--- src/rtl/psr_pkg.sv ---
`timescale 1ns/1ps
package psr_pkg;

  typedef enum logic [3:0] {
    CLS_LOAD   = 4'd0,
    CLS_LOGIC  = 4'd1,
    CLS_ADD    = 4'd2,
    CLS_SUB    = 4'd3,
    CLS_CMP    = 4'd4,
    CLS_SHIFT  = 4'd5,
    CLS_BITT   = 4'd6,
    CLS_PULL   = 4'd7,
    CLS_SETCLR = 4'd8
  } op_class_e;

  // Flag positions inside the status byte.
  localparam int unsigned PB_C   = 0;
  localparam int unsigned PB_Z   = 1;
  localparam int unsigned PB_I   = 2;
  localparam int unsigned PB_D   = 3;
  localparam int unsigned PB_B   = 4;
  localparam int unsigned PB_ONE = 5;
  localparam int unsigned PB_V   = 6;
  localparam int unsigned PB_N   = 7;

  localparam int unsigned PSR_W  = 8;

endpackage

--- src/rtl/flag_next.sv ---
`timescale 1ns/1ps
module flag_next
  import psr_pkg::*;
#(
  parameter int unsigned DW = 8
) (
  input  logic             op_valid,
  input  logic [3:0]       op_class,
  input  logic [DW-1:0]    op_result,
  input  logic             op_carry,
  input  logic [DW-1:0]    op_a,
  input  logic [DW-1:0]    op_b,
  input  logic [2:0]       flag_sel,
  input  logic             flag_val,
  input  logic [PSR_W-1:0] cur_i,
  output logic [PSR_W-1:0] nxt_o,
  output logic [PSR_W-1:0] wmask_o
);
  localparam int unsigned MSB = DW - 1;

  logic res_zero, res_neg, v_add, v_sub, sel_ok;

  always_comb begin
    res_zero = (op_result == '0);
    res_neg  = op_result[MSB];
    v_add    = ~(op_a[MSB] ^ op_b[MSB]) & (op_a[MSB] ^ op_result[MSB]);
    v_sub    =  (op_a[MSB] ^ op_b[MSB]) & (op_a[MSB] ^ op_result[MSB]);
    sel_ok   = (flag_sel == 3'(PB_C)) || (flag_sel == 3'(PB_Z)) ||
               (flag_sel == 3'(PB_I)) || (flag_sel == 3'(PB_D)) ||
               (flag_sel == 3'(PB_V));
  end

  always_comb begin
    nxt_o   = cur_i;
    wmask_o = '0;
    if (op_valid) begin
      case (op_class)
        CLS_LOAD, CLS_LOGIC: begin
          nxt_o[PB_N] = res_neg;  wmask_o[PB_N] = 1'b1;
          nxt_o[PB_Z] = res_zero; wmask_o[PB_Z] = 1'b1;
        end
        CLS_ADD, CLS_SUB: begin
          nxt_o[PB_N] = res_neg;  wmask_o[PB_N] = 1'b1;
          nxt_o[PB_Z] = res_zero; wmask_o[PB_Z] = 1'b1;
          nxt_o[PB_C] = op_carry; wmask_o[PB_C] = 1'b1;
          nxt_o[PB_V] = (op_class == CLS_ADD) ? v_add : v_sub;
          wmask_o[PB_V] = 1'b1;
        end
        CLS_CMP, CLS_SHIFT: begin
          nxt_o[PB_N] = res_neg;  wmask_o[PB_N] = 1'b1;
          nxt_o[PB_Z] = res_zero; wmask_o[PB_Z] = 1'b1;
          nxt_o[PB_C] = op_carry; wmask_o[PB_C] = 1'b1;
        end
        CLS_BITT: begin
          nxt_o[PB_N] = op_b[MSB];               wmask_o[PB_N] = 1'b1;
          nxt_o[PB_V] = op_b[MSB-1];             wmask_o[PB_V] = 1'b1;
          nxt_o[PB_Z] = ((op_a & op_b) == '0);   wmask_o[PB_Z] = 1'b1;
        end
        CLS_PULL: begin
          nxt_o   = op_result[PSR_W-1:0];
          wmask_o = ~((PSR_W)'(1) << PB_B | (PSR_W)'(1) << PB_ONE);
        end
        CLS_SETCLR: begin
          if (sel_ok) begin
            nxt_o[flag_sel]   = flag_val;
            wmask_o[flag_sel] = 1'b1;
          end
        end
        default: ;
      endcase
    end
  end
endmodule

--- src/rtl/flag_store.sv ---
`timescale 1ns/1ps
module flag_store
  import psr_pkg::*;
#(
  parameter logic [PSR_W-1:0] RST_VAL = 8'h04
) (
  input  logic             clk,
  input  logic             rst_n,
  input  logic [PSR_W-1:0] nxt_i,
  input  logic [PSR_W-1:0] wmask_i,
  output logic [PSR_W-1:0] q_o
);
  for (genvar b = 0; b < PSR_W; b++) begin : g_bit
    if (b == PB_ONE) begin : g_one
      assign q_o[b] = 1'b1;
    end else if (b == PB_B) begin : g_brk
      assign q_o[b] = 1'b0;
    end else begin : g_ff
      logic q;
      always_ff @(posedge clk) begin
        if (!rst_n)          q <= RST_VAL[b];
        else if (wmask_i[b]) q <= nxt_i[b];
      end
      assign q_o[b] = q;

      // a flag without a write enable keeps its value
      a_r11_hold: assert property (@(posedge clk) disable iff (!rst_n)
        !wmask_i[b] |=> (q_o[b] == $past(q_o[b])));
    end
  end
endmodule

--- src/rtl/status_flag_unit.sv ---
`timescale 1ns/1ps
module status_flag_unit
  import psr_pkg::*;
#(
  parameter int unsigned DW = 8
) (
  input  logic          clk,
  input  logic          rst_n,
  input  logic          op_valid,
  output logic          op_ready,
  input  logic [3:0]    op_class,
  input  logic [DW-1:0] op_result,
  input  logic          op_carry,
  input  logic [DW-1:0] op_a,
  input  logic [DW-1:0] op_b,
  input  logic [2:0]    flag_sel,
  input  logic          flag_val,
  input  logic          brk_in,
  input  logic          irq_req,
  output logic [7:0]    psr_o,
  output logic          flag_n,
  output logic          flag_v,
  output logic          flag_d,
  output logic          flag_i,
  output logic          flag_z,
  output logic          flag_c,
  output logic          irq_take
);
  logic [PSR_W-1:0] cur, nxt, wmask;

  flag_next #(.DW(DW)) u_next (
    .op_valid (op_valid),
    .op_class (op_class),
    .op_result(op_result),
    .op_carry (op_carry),
    .op_a     (op_a),
    .op_b     (op_b),
    .flag_sel (flag_sel),
    .flag_val (flag_val),
    .cur_i    (cur),
    .nxt_o    (nxt),
    .wmask_o  (wmask)
  );

  flag_store #(.RST_VAL(8'h04)) u_store (
    .clk    (clk),
    .rst_n  (rst_n),
    .nxt_i  (nxt),
    .wmask_i(wmask),
    .q_o    (cur)
  );

  assign op_ready = 1'b1;
  assign psr_o    = {cur[PB_N], cur[PB_V], cur[PB_ONE], brk_in, cur[PB_D:PB_C]};
  assign flag_n   = cur[PB_N];
  assign flag_v   = cur[PB_V];
  assign flag_d   = cur[PB_D];
  assign flag_i   = cur[PB_I];
  assign flag_z   = cur[PB_Z];
  assign flag_c   = cur[PB_C];
  assign irq_take = irq_req & ~cur[PB_I];

  logic nz_cls, c_cls, keep_vc_cls;
  assign nz_cls      = op_valid && (op_class <= 4'(CLS_SHIFT));
  assign c_cls       = op_valid && (op_class >= 4'(CLS_ADD)) && (op_class <= 4'(CLS_SHIFT));
  assign keep_vc_cls = op_valid && (op_class <= 4'(CLS_LOGIC));

  // N and Z follow the presented result one cycle later
  a_r3_nz_follow: assert property (@(posedge clk) disable iff (!rst_n)
    nz_cls |=> (flag_n == $past(op_result[DW-1])) && (flag_z == ($past(op_result) == '0)));

  // C follows the ninth bit
  a_r4_carry: assert property (@(posedge clk) disable iff (!rst_n)
    c_cls |=> (flag_c == $past(op_carry)));

  // loads and logical operations keep V and C
  a_r6_keep_vc: assert property (@(posedge clk) disable iff (!rst_n)
    keep_vc_cls |=> (flag_v == $past(flag_v)) && (flag_c == $past(flag_c)));

  // bit-test copies the memory operand's two top bits
  a_r7_bit_nv: assert property (@(posedge clk) disable iff (!rst_n)
    (op_valid && op_class == 4'(CLS_BITT)) |=>
      (flag_n == $past(op_b[DW-1])) && (flag_v == $past(op_b[DW-2])));

  // pull-status lands in every stored flag
  a_r8_pull: assert property (@(posedge clk) disable iff (!rst_n)
    (op_valid && op_class == 4'(CLS_PULL)) |=>
      ({flag_n, flag_v, flag_d, flag_i, flag_z, flag_c} ==
       {$past(op_result[7:6]), $past(op_result[3:0])}));

  // constant bit and pushed break bit
  a_r1_layout: assert property (@(posedge clk) disable iff (!rst_n)
    psr_o[5] && (psr_o[4] == brk_in));
endmodule

--- config.mk ---
export PLATFORM = sky130hd
export DESIGN_NAME = status_flag_unit
export DESIGN_NICKNAME = d
export VERILOG_FILES = /design/src/rtl/psr_pkg.sv /design/src/rtl/flag_next.sv /design/src/rtl/flag_store.sv /design/src/rtl/status_flag_unit.sv
export SDC_FILE = /design/constraint.sdc
export NUM_CORES = 1
export LEC_CHECK = 0
export ABC_AREA = 0
export BUFFER_PORTS_ARGS = -buffer_cell sky130_fd_sc_hd__buf_2
export CAP_MARGIN = 10
export CORE_ASPECT_RATIO = 1.1
export CORE_MARGIN = 4
export CORE_UTILIZATION = 35
export DETAILED_ROUTE_END_ITERATION = 10
export PLACE_DENSITY = 0.7
export SYNTH_ARGS = -nofsm -noshare
export SYNTH_HDL_FRONTEND = slang
export SYNTH_SLANG_ARGS = --single-unit
--- constraint.sdc ---
create_clock -name clk -period 1.85 [get_ports clk]
set_input_delay 0.37 -clock clk [delete_from_list [all_inputs] [get_ports clk]]
set_output_delay 0.37 -clock clk [all_outputs]
set_load 0.02 [all_outputs]
==> run summary <==
CLOCKING
-----------------------------------------------------------------------------------------
Deepest level of the CTS H-tree ............................................            1
Clock Latency Late Sink ....................................................      0.25 ns
Clock transition at the registers of the reported paths ....................      0.05 ns
Max clock buf depth ........................................................            2
Post-CTS setup-driven buffer insertion count ...............................            0
Total clock buffers created by CTS .........................................            3
CTS tree ...................................................................        built
Clock Root Buffer .......................................................... sky130_fd_sc_hd__clkbuf_4
Count of hold-fix buffers inserted at cts ..................................            0
Sink count of the clock tree ...............................................            6
Post_cts resized ...........................................................            0

ROUTING
-----------------------------------------------------------------------------------------
Routed len/inst ............................................................      13.1 um
Number of nets with antenna violations after routing .......................            0
DRC violation count after routing ..........................................            0
First-pass detailed-route iteration total ..................................            4
Detailed router's first-iteration violation count ..........................           13
Via-per-instance ratio .....................................................         5.38
DRT Wirelength .............................................................      2240 um
Vias post-DR ...............................................................          920

CRITICAL PATH
-----------------------------------------------------------------------------------------
Startpoint class of the critical path ......................................    input pin
Setup CP Type .............................................................. input pin to register
Type of element capturing the critical path ................................     register
Worst setup slack for register-to-register paths ...........................      0.82 ns
Depth of the most critical reg-to-reg path .................................            4
Worst reg2reg endpoint ..................................................... u_store.g_bit[6].g_ff.q$_SDFFE_PN0P_
CP Max Fanout ..............................................................            9
Source of the worst register-to-register timing path ....................... u_store.g_bit[6].g_ff.q$_SDFFE_PN0P_
Data arrival at the endpoint of the critical path ..........................      1.69 ns
Req. time, crit path .......................................................      1.99 ns

POWER
-----------------------------------------------------------------------------------------
Total Power Consumption ....................................................     0.424 mW
Power density over the cells ...............................................  424 mW/mm^2
Maximum resistive drop on vdd ..............................................   0.000379 V
Leakage Power ..............................................................     0.505 nW

SYNTHESIS
-----------------------------------------------------------------------------------------
Proportion of register bits with asynchronous set or reset after synthesis .           0%
Share of synthesized area occupied by flip-flops and latches ...............        15.6%
Register bit count reported by yosys .......................................            6
Average size of a mapped cell ..............................................    7.77 um^2
Yosys warns ................................................................            0
Post-synthesis cell count ..................................................           99
Distinct cells, synth ......................................................           40
Number of synthesized flops with an enable pin .............................            0
Synth Cell Area ............................................................     769 um^2
Top_reg_cell synth ......................................................... sky130_fd_sc_hd__dfxtp_1

LAYOUT
-----------------------------------------------------------------------------------------
Fin nets ...................................................................          184
Count of inserted antenna diode cells ......................................            0
Number of fill cells in the layout .........................................          233
Number of standard cells in the final layout excluding fillers .............          171
Layout Utilization .........................................................        49.0%
Flip-flop count of the largest register after layout .......................            6
Largest registers .......................................................... u_store.g_bit.g_ff.q (6)
Fraction of final layout cells with drive strength greater than 1 ..........        43.4%
Synth-to-layout area growth ................................................        30.1%
Post-route cell area ....................................................... 0.00100 mm^2
Register with the most flip-flops .......................................... u_store.g_bit.g_ff.q

GLOBAL ROUTE
-----------------------------------------------------------------------------------------
Largest net degree at the start of global routing ..........................           11
Antenna violations before repair ...........................................            0
Vias in the first global route .............................................          799
Combined global-route utilization of all metal layers ......................        14.8%
Total global routing overflow ..............................................            0
First-pass GRT wire length .................................................      3370 um

PLACED DESIGN
-----------------------------------------------------------------------------------------
DP Area ....................................................................     978 um^2
Detailed placer's ending HPWL ..............................................      1870 um
Cell total after placement .................................................          168
Buffers added on ports .....................................................           49
Setup Slack @ Placement ....................................................    0.0793 ns
Global placer's final weighted congestion ..................................        0.800

FLOORPLANNING
-----------------------------------------------------------------------------------------
Initial cell density of the core ...........................................        37.7%
Cell row count .............................................................           17
Number of top-level pins ...................................................           54
Area of the core ........................................................... 0.00204 mm^2
Floorplan die area ......................................................... 0.00301 mm^2
Horiz. Die Dim .............................................................      52.7 um
Die outline height .........................................................      57.2 um

STA
-----------------------------------------------------------------------------------------
Number of max-slew violations in the final report ..........................            0
Peak clock frequency supported by timing ...................................      644 MHz
Setup TNS after final layout ...............................................         0 ns
Final Hold Fails ...........................................................            0
Setup repair after global routing missed its margin ........................        false
Final count of negative-setup-slack endpoints ..............................            0
Final worst slack ..........................................................     0.298 ns
Clock skew .................................................................         0 ns
Worst hold margin ..........................................................     0.395 ns
Final critical delay including setup and external delays ...................      1.55 ns
Final period util ..........................................................        83.9%

WORST HOLD PATH
-----------------------------------------------------------------------------------------
Worst Hold Path EP ......................................................... u_store.g_bit[2].g_ff.q$_SDFFE_PN1P_
Worst min-delay path class ................................................. input pin to register
Hold Crit Start ............................................................        rst_n
Number of stages on the worst hold path ....................................            2

STATUS
-----------------------------------------------------------------------------------------
Result of the run .......................................................... finished, final reports clean

JOB
-----------------------------------------------------------------------------------------
Number of violations of the max-capacitance limit ..........................            0

## metal layers
| layer | global-route usage (%) | wire length, um | part of all wire, % | vias to the layer above |
|---|---|---|---|---|
| met2 | 24.3 | 1060 | 48 | 43 |
| met5 | 0 | 0 | 0 | - |
| li1 | - | - | - | 448 |
| met3 | 4.70 | 215 | 9.6 | 6 |
| met1 | 17.1 | 918 | 41 | 423 |
| met4 | 6.57 | 36 | 1.6 | 0 |
## placed cells by master (no fill, tap or decap), types with 3 or more instances in the layout
| cell type | netlist | final |
|---|---|---|
| sky130_fd_sc_hd__nand2_1 | 10 | 10 |
| sky130_fd_sc_hd__a22oi_1 | 3 | 3 |
| sky130_fd_sc_hd__o22ai_1 | 3 | 3 |
| sky130_fd_sc_hd__o21ai_0 | 5 | 5 |
| sky130_fd_sc_hd__nor2b_1 | 7 | 7 |
| sky130_fd_sc_hd__inv_1 | 3 | 3 |
| sky130_fd_sc_hd__clkbuf_4 | 0 | 3 |
| sky130_fd_sc_hd__nor3_1 | 3 | 3 |
| sky130_fd_sc_hd__nand3_1 | 5 | 5 |
| sky130_fd_sc_hd__dfxtp_1 | 6 | 6 |
| sky130_fd_sc_hd__a21boi_0 | 3 | 3 |
| sky130_fd_sc_hd__nor2_1 | 5 | 5 |
| sky130_fd_sc_hd__and3_1 | 3 | 3 |
| sky130_fd_sc_hd__buf_2 | 0 | 49 |
## worst max-delay path by stage
stage	slack [ns]	start	cells after the start	endpoint
after global routing	0.22	op_class[3]	6	u_store.g_bit[6].g_ff.q$_SDFFE_PN0P_
after CTS	0.33	op_class[3]	6	u_store.g_bit[6].g_ff.q$_SDFFE_PN0P_
final	0.30	op_class[3]	6	u_store.g_bit[6].g_ff.q$_SDFFE_PN0P_
after floorplan	0.16	op_class[0]	6	u_store.g_bit[0].g_ff.q$_SDFFE_PN0P_
after global placement	0.11	op_class[3]	6	u_store.g_bit[6].g_ff.q$_SDFFE_PN0P_
after detailed placement	0.08	op_class[3]	6	u_store.g_bit[6].g_ff.q$_SDFFE_PN0P_
## Yosys cell counts (2+ instances only)
master	number	area share, %
sky130_fd_sc_hd__buf_4	9	8.8
sky130_fd_sc_hd__o211a_1	2	2.6
sky130_fd_sc_hd__nor2_1	5	2.4
sky130_fd_sc_hd__buf_6	2	2.9
sky130_fd_sc_hd__a22oi_1	3	2.9
sky130_fd_sc_hd__nor3_1	3	2.0
sky130_fd_sc_hd__o21ai_0	5	3.3
sky130_fd_sc_hd__dfxtp_1	6	16
sky130_fd_sc_hd__a21oi_1	2	1.3
sky130_fd_sc_hd__nor2b_1	7	5.7
sky130_fd_sc_hd__nand3b_1	2	2.0
sky130_fd_sc_hd__nand3_1	5	3.3
sky130_fd_sc_hd__inv_1	3	1.5
sky130_fd_sc_hd__nor4_1	2	1.6
sky130_fd_sc_hd__and3_1	3	2.4
sky130_fd_sc_hd__a21boi_0	3	2.9
sky130_fd_sc_hd__nand2_1	10	4.9
sky130_fd_sc_hd__nand4_1	2	1.6
sky130_fd_sc_hd__o22ai_1	3	2.4
sky130_fd_sc_hd__mux2i_1	2	2.6
## kinds of logic (layout without fill, tap and decap cells)
group	count (synthesis)	in the layout	share of synthesized area, %
adders and majority gates	2	2	2.93
AOI/OAI and AO/OA	26	26	26.3
muxes	2	2	2.60
buffers and inverters	14	57	13.2
DFF	6	6	15.6
xor gates and xnor gates	1	1	1.14
and+or+nand+nor	47	47	37.7
other	1	2	0.487
## critical path: stages
cell and delay (ns):
sky130_fd_sc_hd__buf_2 0.15, sky130_fd_sc_hd__nand3b_1 0.26, sky130_fd_sc_hd__or2_2 0.34, sky130_fd_sc_hd__o21ai_0 0.23, sky130_fd_sc_hd__o22ai_1 0.12, sky130_fd_sc_hd__a41o_1 0.23
## final cells by class
type | instances | area (um^2) | area share, %
clock buffer | 3 | 22.5 | 2.25
sequential | 6 | 120 | 12.0
inverter | 3 | 11.3 | 1.13
timing repair buffer | 51 | 260 | 26.0
multi-input combinational | 80 | 552 | 55.1
tap | 28 | 35.0 | 3.50
## report_power, final
part           internal, mW  switching (mW)  total (mW)
Combinational        0.0736          0.0888       0.162
Clock                0.0735          0.0497       0.123
Sequential            0.135         0.00373       0.139
Total                 0.282           0.142       0.424
No activity file was read; power rests on OpenSTA's default activity.
